===== src/rtl/sec_filter_pkg.sv =====
package sec_filter_pkg;

    // Outcome chosen for one accepted request
    typedef enum logic [1:0] {
        ACT_ABORT  = 2'd0,
        ACT_QUIET  = 2'd1,
        ACT_FWD_S  = 2'd2,
        ACT_FWD_NS = 2'd3
    } action_e;

    // Transaction sequencer states
    typedef enum logic [1:0] {
        ST_IDLE  = 2'd0,
        ST_DREQ  = 2'd1,
        ST_DWAIT = 2'd2,
        ST_URSP  = 2'd3
    } state_e;

endpackage


===== src/rtl/sec_filter_decide.sv =====
module sec_filter_decide
    import sec_filter_pkg::*;
(
    input  logic    exempt,
    input  logic    region_ns,
    input  logic    master_ns,
    input  logic    err_on_block,
    output action_e act
);

    always_comb begin
        if (exempt) begin
            act = master_ns ? ACT_FWD_NS : ACT_FWD_S;
        end else if (region_ns) begin
            act = ACT_FWD_NS;
        end else if (!master_ns) begin
            act = ACT_FWD_S;
        end else begin
            act = err_on_block ? ACT_ABORT : ACT_QUIET;
        end
    end

endmodule


===== src/rtl/sec_filter_irq.sv =====
module sec_filter_irq (
    input  logic clk,
    input  logic rst_n,
    input  logic clear,
    input  logic set,
    output logic status
);

    logic status_d, status_q;

    always_comb begin
        status_d = status_q;
        if (clear) begin
            status_d = 1'b0;
        end else if (set) begin
            status_d = 1'b1;
        end
    end

    always_ff @(posedge clk) begin
        if (!rst_n) begin
            status_q <= 1'b0;
        end else begin
            status_q <= status_d;
        end
    end

    assign status = status_q;

endmodule


===== src/rtl/bus_sec_filter.sv =====
module bus_sec_filter
    import sec_filter_pkg::*;
#(
    parameter int ADDR_W    = 32,
    parameter int MAX_BYTES = 8,
    localparam int DATA_W   = MAX_BYTES * 8,
    localparam int SIZE_W   = $clog2($clog2(MAX_BYTES) + 1)
) (
    input  logic              clk,
    input  logic              rst_n,
    input  logic              up_req_valid,
    output logic              up_req_ready,
    input  logic [ADDR_W-1:0] up_req_addr,
    input  logic              up_req_write,
    input  logic [SIZE_W-1:0] up_req_size,
    input  logic [DATA_W-1:0] up_req_wdata,
    output logic              up_rsp_valid,
    input  logic              up_rsp_ready,
    output logic              up_rsp_err,
    output logic [DATA_W-1:0] up_rsp_rdata,
    input  logic              attr_exempt,
    input  logic              attr_nonsec,
    input  logic              cfg_nonsec,
    input  logic              cfg_sec_resp,
    input  logic              irq_clear,
    output logic              irq,
    output logic              dn_req_valid,
    input  logic              dn_req_ready,
    output logic [ADDR_W-1:0] dn_req_addr,
    output logic              dn_req_write,
    output logic [SIZE_W-1:0] dn_req_size,
    output logic [DATA_W-1:0] dn_req_wdata,
    output logic              dn_req_secure,
    input  logic              dn_rsp_valid,
    output logic              dn_rsp_ready,
    input  logic              dn_rsp_err,
    input  logic [DATA_W-1:0] dn_rsp_rdata
);

    typedef struct packed {
        state_e              state;
        logic [ADDR_W-1:0]   addr;
        logic                write;
        logic [SIZE_W-1:0]   size;
        logic [DATA_W-1:0]   wdata;
        logic                secure;
        logic                rsp_err;
        logic [DATA_W-1:0]   rsp_rdata;
    } ctx_t;

    ctx_t    ctx_d, ctx_q;
    action_e act;
    logic    accept;
    logic    abort_hit;

    sec_filter_decide u_decide (
        .exempt       (attr_exempt),
        .region_ns    (attr_nonsec),
        .master_ns    (cfg_nonsec),
        .err_on_block (cfg_sec_resp),
        .act          (act)
    );

    assign accept    = up_req_valid && (ctx_q.state == ST_IDLE);
    assign abort_hit = accept && (act == ACT_ABORT);

    sec_filter_irq u_irq (
        .clk    (clk),
        .rst_n  (rst_n),
        .clear  (irq_clear),
        .set    (abort_hit),
        .status (irq)
    );

    always_comb begin
        ctx_d = ctx_q;
        unique case (ctx_q.state)
            ST_IDLE: begin
                if (accept) begin
                    ctx_d.addr  = up_req_addr;
                    ctx_d.write = up_req_write;
                    ctx_d.size  = up_req_size;
                    ctx_d.wdata = up_req_wdata;
                    unique case (act)
                        ACT_FWD_S: begin
                            ctx_d.secure = 1'b1;
                            ctx_d.state  = ST_DREQ;
                        end
                        ACT_FWD_NS: begin
                            ctx_d.secure = 1'b0;
                            ctx_d.state  = ST_DREQ;
                        end
                        ACT_QUIET: begin
                            ctx_d.rsp_err   = 1'b0;
                            ctx_d.rsp_rdata = '0;
                            ctx_d.state     = ST_URSP;
                        end
                        default: begin
                            ctx_d.rsp_err   = 1'b1;
                            ctx_d.rsp_rdata = '0;
                            ctx_d.state     = ST_URSP;
                        end
                    endcase
                end
            end
            ST_DREQ: begin
                if (dn_req_ready) begin
                    ctx_d.state = ST_DWAIT;
                end
            end
            ST_DWAIT: begin
                if (dn_rsp_valid) begin
                    ctx_d.rsp_err   = dn_rsp_err;
                    ctx_d.rsp_rdata = dn_rsp_rdata;
                    ctx_d.state     = ST_URSP;
                end
            end
            default: begin
                if (up_rsp_ready) begin
                    ctx_d.state = ST_IDLE;
                end
            end
        endcase
    end

    always_ff @(posedge clk) begin
        if (!rst_n) begin
            ctx_q <= '{state: ST_IDLE, default: '0};
        end else begin
            ctx_q <= ctx_d;
        end
    end

    assign up_req_ready  = (ctx_q.state == ST_IDLE);
    assign up_rsp_valid  = (ctx_q.state == ST_URSP);
    assign up_rsp_err    = ctx_q.rsp_err;
    assign up_rsp_rdata  = ctx_q.rsp_rdata;
    assign dn_req_valid  = (ctx_q.state == ST_DREQ);
    assign dn_req_addr   = ctx_q.addr;
    assign dn_req_write  = ctx_q.write;
    assign dn_req_size   = ctx_q.size;
    assign dn_req_wdata  = ctx_q.wdata;
    assign dn_req_secure = ctx_q.secure;
    assign dn_rsp_ready  = (ctx_q.state == ST_DWAIT);

endmodule


===== config.mk =====
export PLATFORM = sky130hd
export DESIGN_NAME = bus_sec_filter
export DESIGN_NICKNAME = d
export VERILOG_FILES = /design/src/rtl/sec_filter_pkg.sv /design/src/rtl/sec_filter_decide.sv /design/src/rtl/sec_filter_irq.sv /design/src/rtl/bus_sec_filter.sv
export SDC_FILE = /design/constraint.sdc
export NUM_CORES = 1
export LEC_CHECK = 0
export ABC_AREA = 1
export BUFFER_PORTS_ARGS = -buffer_cell sky130_fd_sc_hd__buf_2
export CORE_UTILIZATION = 49
export CTS_BUF_LIST = sky130_fd_sc_hd__clkbuf_16
export DETAILED_ROUTE_END_ITERATION = 8
export HOLD_SLACK_MARGIN = 0.06
export PLACE_DENSITY = 0.81
export SYNTH_ARGS = -nofsm -noshare
export SYNTH_HDL_FRONTEND = slang
export SYNTH_SLANG_ARGS = --single-unit

===== constraint.sdc =====
create_clock -name clk -period 2.19 [get_ports clk]
set_input_delay 0.219 -clock clk [delete_from_list [all_inputs] [get_ports clk]]
set_output_delay 0.219 -clock clk [all_outputs]
set_load 0.03 [all_outputs]

==> flow_summary.json, run 1 <==
{
  "ys_seq_elements": 168,
  "power_mw": 11.52,
  "p_leak_nw": 5.101,
  "synth.avg_cell_area_um2": 7.815,
  "drtIter0Drc": 387,
  "clk_path_buf_depth": 2,
  "post_cts_buffers": 0,
  "relSlewSlack": 0.6741,
  "rsz0062_at_grt": "no",
  "synth_fa_ha_area_frac": 0.007412,
  "htreeDepth": 4,
  "fin_crit_sh": 0.9209,
  "fin_hold_ws_ps": 73.26,
  "finClkSkew_ps": 8.902,
  "synthMuxAreaShare": 0,
  "end_kind": "primary output",
  "drtPass1Iterations": 8,
  "fmax_mhz": 495.8,
  "vias": 7391,
  "yosysUniqueCellTypes": 20,
  "finalWeightedCongestion": 0.8275,
  "max-vdd-ir-drop_mv": 0.6998,
  "fin_setup_tns_ps": 0,
  "die_y_um": 133.2,
  "worstMarginPinSlew_ps": 488.8,
  "status": "complete, no violations",
  "std_cell_rows": 47,
  "portBuffers": 344,
  "dieWidth_um": 133.2,
  "drv_cap": 0,
  "cts_tree": "built",
  "worstPathRequired_ps": 1970,
  "synth_nets": 1260,
  "crit_type": "reg -> out",
  "synthCells": 1080,
  "grt_first_pass_wirelength_mm": 35.29,
  "grt_pass1_vias": 7130,
  "yosys_warnings": 0,
  "fin_nets": 1479,
  "drive_gt1_frac": 0.3905,
  "grt_overflow": 0,
  "numClockSinks": 168,
  "cts_buffers": 17,
  "initial_core_util": 0.5054,
  "synth_top_family_by_area": "simple AND/OR/NAND/NOR gates",
  "drv_slew": 0,
  "antenna_found_initial": 2,
  "wl_per_cell_um": 14.57,
  "dp_hpwl_mm": 14.26,
  "clkSlewWorstSetupHoldPaths_ps": 70,
  "drc": 0,
  "syn_to_final_growth_pct": 22.47,
  "syn_area_mm2": 0.008441,
  "avgViaCountPerCell": 4.824,
  "ys_seq_area_frac": 0.3985,
  "post-route-min-period_ps": 2017,
  "final-hold-violation-count": 0,
  "grt_max_degree": 81,
  "cts-root-buf": "clkbuf_16",
  "setup_viol": 0,
  "synthSimpleGateAreaFrac": 0.2369,
  "ant_nets": 0,
  "critPathMaxFanout": 65,
  "clock_latency_ps": 420,
  "dieArea_mm2": 0.01775,
  "core_mm2": 0.01670,
  "hold_path.class": "in -> reg",
  "synthXorXnorAreaFrac": 0,
  "power_density_mw_per_mm2": 1114,
  "critPathLaunchType": "flip-flop",
  "worst_slack_ps": 173.2,
  "cp.arrival_ps": 1800,
  "io_pins": 345,
  "drt-total-wl_mm": 22.31,
  "synth_compound_area_frac": 0.1272,
  "grtUsageTotal": 0.2495,
  "dp_slack_ps": 297.3
}
final timing paths:
path	start	slack, ps	cells past startpoint	end
hold reg to reg	up_rsp_rdata[31]	460	2	up_rsp_rdata[31]
hold / removal	up_req_size[1]	70	3	dn_req_size[1]
setup / recovery	ctx_q[165]	170	4	dn_rsp_ready
setup reg to reg	ctx_q[166]	260	9	up_rsp_rdata[39]
flip-flops by register name (all words and copies together) (netlist names):
signal / count
dn_req_wdata: 64
up_rsp_rdata: 64
dn_req_addr: 32
ctx_q: 2
dn_req_size: 2
dn_req_secure: 1
dn_req_write: 1
u_irq.status: 1
up_rsp_err: 1
Yosys cell counts:
master | count | share of area
nor2_1 | 211 | 0.094
buf_6 | 4 | 0.0053
nand3_2 | 60 | 0.071
o21bai_1 | 1 | 0.00089
buf_12 | 6 | 0.014
a21oi_2 | 60 | 0.062
nand3_1 | 7 | 0.0042
clkbuf_1 | 31 | 0.014
buf_2 | 25 | 0.015
nor3_1 | 2 | 0.0012
o21ai_0 | 101 | 0.060
inv_1 | 78 | 0.035
inv_2 | 1 | 0.00044
buf_8 | 1 | 0.0018
buf_4 | 163 | 0.14
or2_1 | 1 | 0.00074
nand2_1 | 148 | 0.066
ha_1 | 5 | 0.0074
a21oi_1 | 7 | 0.0042
dfxtp_1 | 168 | 0.40
metrics by stage:
step,instances,util,area (um^2)
floorplan,1080,-,8441
global placement,1428,0.5390,9002
detailed placement,1428,0.5390,9002
CTS,1531,0.6188,10330
global route,1532,0.6190,10340
finish,1532,0.6190,10340
critical path: stages, from the launching register on:
cell and delay [ps]:
dfxtp_1 360, inv_1 110, ha_2 230, buf_6 380
buf_2 290
layout make-up:
| class | instances | area [um^2] |
|---|---|---|
| well taps | 220 | 275.3 |
| inverters | 79 | 299.0 |
| multi-input cells | 603 | 3151 |
| repair buffers | 430 | 2639 |
| flip-flops and latches | 168 | 3363 |
| clock buffers | 17 | 425.4 |
| clock inverters | 14 | 182.7 |
| diodes | 1 | 2.502 |
| fillers | 1401 | 6364 |
metal layers:
layer	global-route usage	share of wire	vias up
li1	-	-	3636
met3	0.07382	0.072	60
met1	0.2899	0.40	3383
met5	0	0.00058	-
met2	0.4256	0.49	310
met4	0.1061	0.035	2
repair_timing:
item / 4_1_cts / 5_1_grt
gates resized for setup: 1 / 0
endpoints found under the setup margin: 1 / 0
hold buffers: 72 / 0
endpoints found under the hold margin: 72 / 0
cell families after synthesis:
family / count (synthesis)
and+or+nand+nor: 429
buffers and inverters: 309
AOI/OAI and AO/OA: 169
DFF: 168
adders and majority gates: 5
where the power goes:
part | leakage (nW) | internal [mW] | total [mW] | switching [mW]
clock network | 0.292 | 1.89 | 3.13 | 1.24
registers | 1.38 | 3.63 | 3.94 | 0.301
logic | 3.43 | 1.29 | 4.45 | 3.16
placed cells by master (no fill, tap or decap), types with 6 or more instances in the layout:
| master | instances |
|---|---|
| buf_2 | 344 |
| nor2_1 | 211 |
| dfxtp_1 | 168 |
| nand2_1 | 145 |
| o21ai_0 | 101 |
| inv_1 | 76 |
| dlygate4sd3_1 | 72 |
| nand3_2 | 60 |
| a21oi_2 | 60 |
| clkbuf_16 | 17 |
| a21oi_1 | 7 |
| nand3_1 | 7 |
| buf_12 | 7 |
| buf_4 | 6 |
No activity file was read; power rests on OpenSTA's default activity.
==> inputs of run 2 (changes only) <==
CORE_AREA = 2 2 134 136   (was default)
CORE_UTILIZATION = default   (was 49)
DIE_AREA = 0 0 136 138   (was default)
SYNTH_HIERARCHICAL = 1   (was default)
==> run 2 against run 1 <==
  * Die area rose by 5.7%
  * Worst setup slack improved by 92 ps
  * Sequential power fell by 2%
  * Total power fell by 2.1%
  * Clock power fell by 6.7%
  * Wire length fell by 1.7%
  * Clock skew rose by 1.1 ps
  * Utilization fell by 6.5 points
  * Fmax rose by 4.8%
  * Worst hold slack got worse by 0.92 ps
  * Highest routed layer unchanged
  * Register-to-register slack improved by 30 ps
  * Combinational power rose by 0.9%
==> flow_summary.json, run 2 <==
{
  "combPwrFrac": 0.399,
  "fillers": 1580,
  "cts_tree": "built",
  "std_cell_rows": 49,
  "vias": 7114,
  "fin_setup_tns_ps": 0,
  "critPathMaxStageDelay_ps": 360,
  "io_pins": 345,
  "synth_most_common_cell": "nor2_1",
  "cts_buffers": 17,
  "critPathLaunchType": "flip-flop",
  "max-vdd-ir-drop_mv": 0.6766,
  "synth_edf_count": 0,
  "yosys_warnings": 6,
  "drive_gt1_frac": 0.3187,
  "crit_type": "reg -> out",
  "fin_crit_sh": 0.8791,
  "path_buf_inv": 3,
  "hold_path.class": "in -> reg",
  "worstMarginPinSlew_ps": 492.1,
  "die_y_um": 138,
  "core_mm2": 0.01753,
  "clkSlewWorstSetupHoldPaths_ps": 70,
  "ys_seq_elements": 168,
  "avgViaCountPerCell": 4.800,
  "layout_commonest_cell": "buf_2",
  "rsz0062_at_grt": "no",
  "fin_cells": 1482,
  "initial_core_util": 0.4417,
  "synthCells": 1017,
  "hold_depth": 3,
  "cp.arrival_ps": 1710,
  "yosysTopAreaCell": "dfxtp_1",
  "ant_nets": 0,
  "numClockSinks": 168,
  "grt_max_degree": 101,
  "syn_area_mm2": 0.007745,
  "worstPathRequired_ps": 1970,
  "antenna_found_initial": 5,
  "end_kind": "primary output",
  "crit_family": "buffers and inverters",
  "synth.avg_cell_area_um2": 7.615,
  "finClkSkew_ps": 9.965,
  "grt_first_pass_wirelength_mm": 34.31,
  "p_leak_nw": 4.525,
  "status": "complete, no violations",
  "switching_share": 0.4218,
  "mostFrequentLayoutCells": "344 x buf_2, 209 x nor2_1, 168 x dfxtp_1, 148 x nand2_1, 102 x o21ai_0",
  "dp_cells": 1374,
  "dieArea_mm2": 0.01877,
  "yosys-top-cells-count": "209 x nor2_1, 170 x buf_4, 168 x dfxtp_1",
  "crit_chain": "inv_1 -> ha_2 -> buf_4 -> buf_2",
  "cp_slowest_cell": "dfxtp_1",
  "ys_seq_area_frac": 0.4342,
  "fin_nets": 1417,
  "internal-power_mw": 6.517,
  "power_mw": 11.27,
  "syn_to_final_growth_pct": 25.35,
  "synth_area_leaders": "dfxtp_1 43%, buf_4 16%, nor2_1 10%",
  "dp_hpwl_mm": 13.93,
  "post-route-min-period_ps": 1925,
  "drc": 0,
  "yosys.area.top_type_share": 0.4342,
  "cp.depth": 4,
  "relSlewSlack": 0.6719,
  "grt_pass1_vias": 6890,
  "clk_path_buf_depth": 2,
  "drv_cap": 0,
  "cts-root-buf": "clkbuf_16",
  "dieWidth_um": 136,
  "p_clk_frac": 0.259,
  "wl_per_cell_um": 14.80,
  "ys_async_sr_fraction": 0,
  "yosysUniqueCellTypes": 16,
  "p_switching_mw": 4.754,
  "setup_viol": 0,
  "htreeDepth": 4,
  "finalWeightedCongestion": 0.7803,
  "portBuffers": 344,
  "fmax_mhz": 519.4,
  "seqPwrFrac": 0.342,
  "synthFlopType": "dfxtp_1",
  "drt-total-wl_mm": 21.94,
  "final-hold-violation-count": 0,
  "drtIter0Drc": 330,
  "drv_slew": 0,
  "drtPass1Iterations": 5,
  "reg2regPathDepth": 8,
  "grtUsageTotal": 0.2294,
  "clock_latency_ps": 410,
  "grt_overflow": 0,
  "critPathMaxFanout": 28,
  "synth_nets": 1198,
  "power_density_mw_per_mm2": 1161
}
## run 2: power by group through the flow
stage,Clock [mW],Sequential [mW],Combinational (mW)
2_1_floorplan,0,3.89,3.78
3_3_place_gp,0,3.88,4.33
3_5_place_dp,0,3.90,4.37
4_1_cts,3.00,3.84,4.48
5_1_grt,3.12,3.91,4.94
6_report,2.92,3.86,4.49
## run 2: area by class of cell
class / instances / area (um^2) / area share
sequential: 168 / 3363 / 0.3464
multi-input combinational: 603 / 2796 / 0.2881
timing repair buffer: 429 / 2619 / 0.2698
clock buffer: 17 / 425.4 / 0.04382
tap: 229 / 286.5 / 0.02951
clock inverter: 15 / 142.6 / 0.01469
inverter: 17 / 65.06 / 0.006702
antenna: 4 / 10.01 / 0.001031
## run 2: tightest hold or removal path, stage by stage
cell,delay (ps)
buf_2,70
o21ai_0,70
nor2_1,90
## run 2: final timing paths
kind                                  startpoint               end  slack [ps]
worst max-delay path                  ctx_q[165]      dn_rsp_ready         260
worst min-delay path            up_req_wdata[35]  dn_req_wdata[35]          70
worst max register to register        ctx_q[165]  up_rsp_rdata[45]         290
worst min register to register  up_rsp_rdata[53]  up_rsp_rdata[53]         460
## run 2: routing by layer
metal | GRT usage | part of all wire | vias up
met5 | 0 | 0.00059 | -
met1 | 0.2493 | 0.39 | 3220
met3 | 0.07811 | 0.084 | 58
li1 | - | - | 3513
met2 | 0.3930 | 0.49 | 321
met4 | 0.1162 | 0.036 | 2
## run 2: kinds of logic (layout without fill, tap and decap cells)
logic type,after synthesis,after routing,synth area share
buf+inv,246,478,0.2066
simple gates,428,428,0.2397
fa+ha+maj,6,6,0.009693
other cells,0,4,0
compound gates,169,169,0.1097
flops,168,168,0.4342
## run 2: per-stage QoR
step / hold slack, ps / area [um^2] / setup slack, ps / utilization
finish: 72.34 / 9708 / 264.7 / 0.5537
global route: 65.68 / 9708 / 134.9 / 0.5537
CTS: 61.87 / 9694 / 140.7 / 0.5529
detailed placement: 441.8 / 8406 / 159.8 / 0.4794
global placement: 434.0 / 8406 / 283.8 / 0.4794
floorplan: 339.3 / 7745 / 523.5 / -
## run 2: timing repair
| action | CTS | global route |
|---|---|---|
| endpoints found under the hold margin | 72 | 0 |
| buffers inserted | 0 | 0 |
| endpoints found under the setup margin | 0 | 8 |
| hold buffers | 72 | 0 |
| resized for setup | 0 | 1 |
==> inputs of run 3 (changes only) <==
RECOVER_POWER = 25   (was default)
==> run 3 against run 2 <==
  * Non-clock buffer count stayed put
  * Sequential cell count stayed put
  * Via count is 0.28% higher
  * Clock skew is 0.56 ps higher
  * Combinational power is 1% lower
  * Register-to-register slack hardly changed
  * Fmax hardly changed
  * Design area is 1.1% lower
  * Total power is 0.41% lower
  * Highest routed layer unchanged
==> flow_summary.json, run 3 (synthesis results as in run 2) <==
{
  "status": "complete, no violations",
  "clkSlewWorstSetupHoldPaths_ps": 70,
  "critPathMaxStageDelay_ps": 360,
  "internal-power_mw": 6.457,
  "cts-root-buf": "clkbuf_16",
  "clk_path_buf_depth": 2,
  "worstPathRequired_ps": 1970,
  "p_switching_mw": 4.767,
  "grt_overflow": 0,
  "hold_path_startpoint": "up_req_wdata[35]",
  "numClockSinks": 168,
  "grt_first_pass_wirelength_mm": 34.31,
  "cp.arrival_ps": 1710,
  "syn_to_final_growth_pct": 23.99,
  "p_leak_nw": 4.180,
  "clock_latency_ps": 430,
  "finClkSkew_ps": 10.53,
  "drc": 0,
  "crit_family": "buffers and inverters",
  "critPathLaunchType": "flip-flop",
  "fin_setup_tns_ps": 0,
  "drv_slew": 0,
  "wl_per_cell_um": 14.88,
  "min_to": "dn_req_wdata[35]",
  "dp_hpwl_mm": 13.93,
  "max-vdd-ir-drop_mv": 0.6776,
  "switching_share": 0.4247,
  "die_y_um": 138,
  "finalWeightedCongestion": 0.7803,
  "fin_cells": 1482,
  "r2r_start": "ctx_q[165]",
  "crit_chain": "inv_1 -> ha_2 -> buf_4 -> buf_2",
  "cp_slowest_cell": "dfxtp_1",
  "power_mw": 11.22,
  "seqPwrFrac": 0.344,
  "grt_pass1_vias": 6890,
  "path_buf_inv": 3,
  "initial_core_util": 0.4417,
  "power_density_mw_per_mm2": 1169,
  "drv_cap": 0,
  "r2r-end": "up_rsp_rdata[45]",
  "reg2regPathDepth": 8,
  "combPwrFrac": 0.395,
  "io_pins": 345,
  "fin_nets": 1417,
  "crit_type": "reg -> out",
  "setup_viol": 0,
  "drive_gt1_frac": 0.2514,
  "vias": 7134,
  "cts_buffers": 17,
  "dieWidth_um": 136,
  "hold_depth": 3,
  "antenna_found_initial": 5,
  "grtUsageTotal": 0.2294,
  "fin_crit_sh": 0.8798,
  "fillers": 1628,
  "hold_path.class": "in -> reg",
  "mostFrequentLayoutCells": "260 x buf_2, 209 x nor2_1, 168 x dfxtp_1, 148 x nand2_1, 102 x o21ai_0",
  "cts_tree": "built",
  "p_clk_frac": 0.260,
  "critPathMaxFanout": 28,
  "std_cell_rows": 49,
  "worstMarginPinSlew_ps": 485.7,
  "dieArea_mm2": 0.01877,
  "grt_max_degree": 101,
  "portBuffers": 344,
  "drt-total-wl_mm": 22.05,
  "core_mm2": 0.01753,
  "final-hold-violation-count": 0,
  "post-route-min-period_ps": 1927,
  "avgViaCountPerCell": 4.814,
  "dp_cells": 1374,
  "fmax_mhz": 519.0,
  "ff2ff_setup_slack_ps": 280,
  "drtPass1Iterations": 5,
  "layout_commonest_cell": "buf_2",
  "end_kind": "primary output",
  "ant_nets": 0,
  "post_cts_buffers": 0,
  "fin_hold_ws_ps": 72.50,
  "drtIter0Drc": 335,
  "htreeDepth": 4,
  "rsz0062_at_grt": "no",
  "relSlewSlack": 0.6762
}
-- run 3: final cells by class --
class,count,area (um^2),area share
Tap cell,229,286.5,0.02984
Multi-Input combinational cell,603,2796,0.2912
Clock inverter,15,142.6,0.01485
Antenna cell,4,10.01,0.001042
Timing Repair Buffer,429,2514,0.2618
Inverter,17,65.06,0.006775
Sequential cell,168,3363,0.3502
Clock buffer,17,425.4,0.04430
-- run 3: layer usage --
metal | GRT usage | vias up | part of all wire
met5 | 0 | - | 0.00059
met4 | 0.1162 | 2 | 0.035
met3 | 0.07811 | 58 | 0.088
met2 | 0.3930 | 323 | 0.49
met1 | 0.2493 | 3240 | 0.39
li1 | - | 3511 | -
-- run 3: worst reg2reg max path, delay by kind of cell (launching register included) --
kind,cells,cell delay (ps)
buffers and inverters,3,610
AND/OR/NAND/NOR,3,340
flip-flops,1,430
adder cells (fa/ha/maj),1,260
AO/OA/AOI/OAI,1,190
-- run 3: power by group through the flow --
stage / Clock (mW) / Sequential [mW] / Combinational (mW)
2_1_floorplan: 0 / 3.89 / 3.78
4_1_cts: 3.00 / 3.84 / 4.48
3_3_place_gp: 0 / 3.88 / 4.33
6_report: 2.92 / 3.86 / 4.44
5_1_grt: 3.12 / 3.92 / 4.88
3_5_place_dp: 0 / 3.90 / 4.37
-- run 3: through the flow --
| stage | instance area, um^2 | setup slack [ps] | utilization |
|---|---|---|---|
| 6_report | 9603 | 263.3 | 0.5477 |
| 3_3_place_gp | 8406 | 283.8 | 0.4794 |
| 2_1_floorplan | 7745 | 523.5 | - |
| 3_5_place_dp | 8406 | 159.8 | 0.4794 |
| 5_1_grt | 9603 | 134.9 | 0.5477 |
| 4_1_cts | 9694 | 140.7 | 0.5529 |
-- run 3: repair_timing --
action                     CTS  global route
hold endpoints to repair    72             0
gates resized for setup      0             1
setup endpoints to repair    0             8
hold buffers                72             0
-- run 3: how the worst max path moves through the flow --
stage	startpoint	to	slack, ps	cells after the start
3_3_place_gp	ctx_q[166]	up_rsp_rdata[6]	280	7
2_1_floorplan	ctx_q[165]	up_rsp_rdata[14]	520	10
5_1_grt	ctx_q[165]	up_rsp_rdata[48]	130	8
4_1_cts	ctx_q[166]	up_rsp_rdata[38]	140	7
3_5_place_dp	ctx_q[165]	up_rsp_rdata[38]	160	6
6_report	ctx_q[165]	dn_rsp_ready	260	4
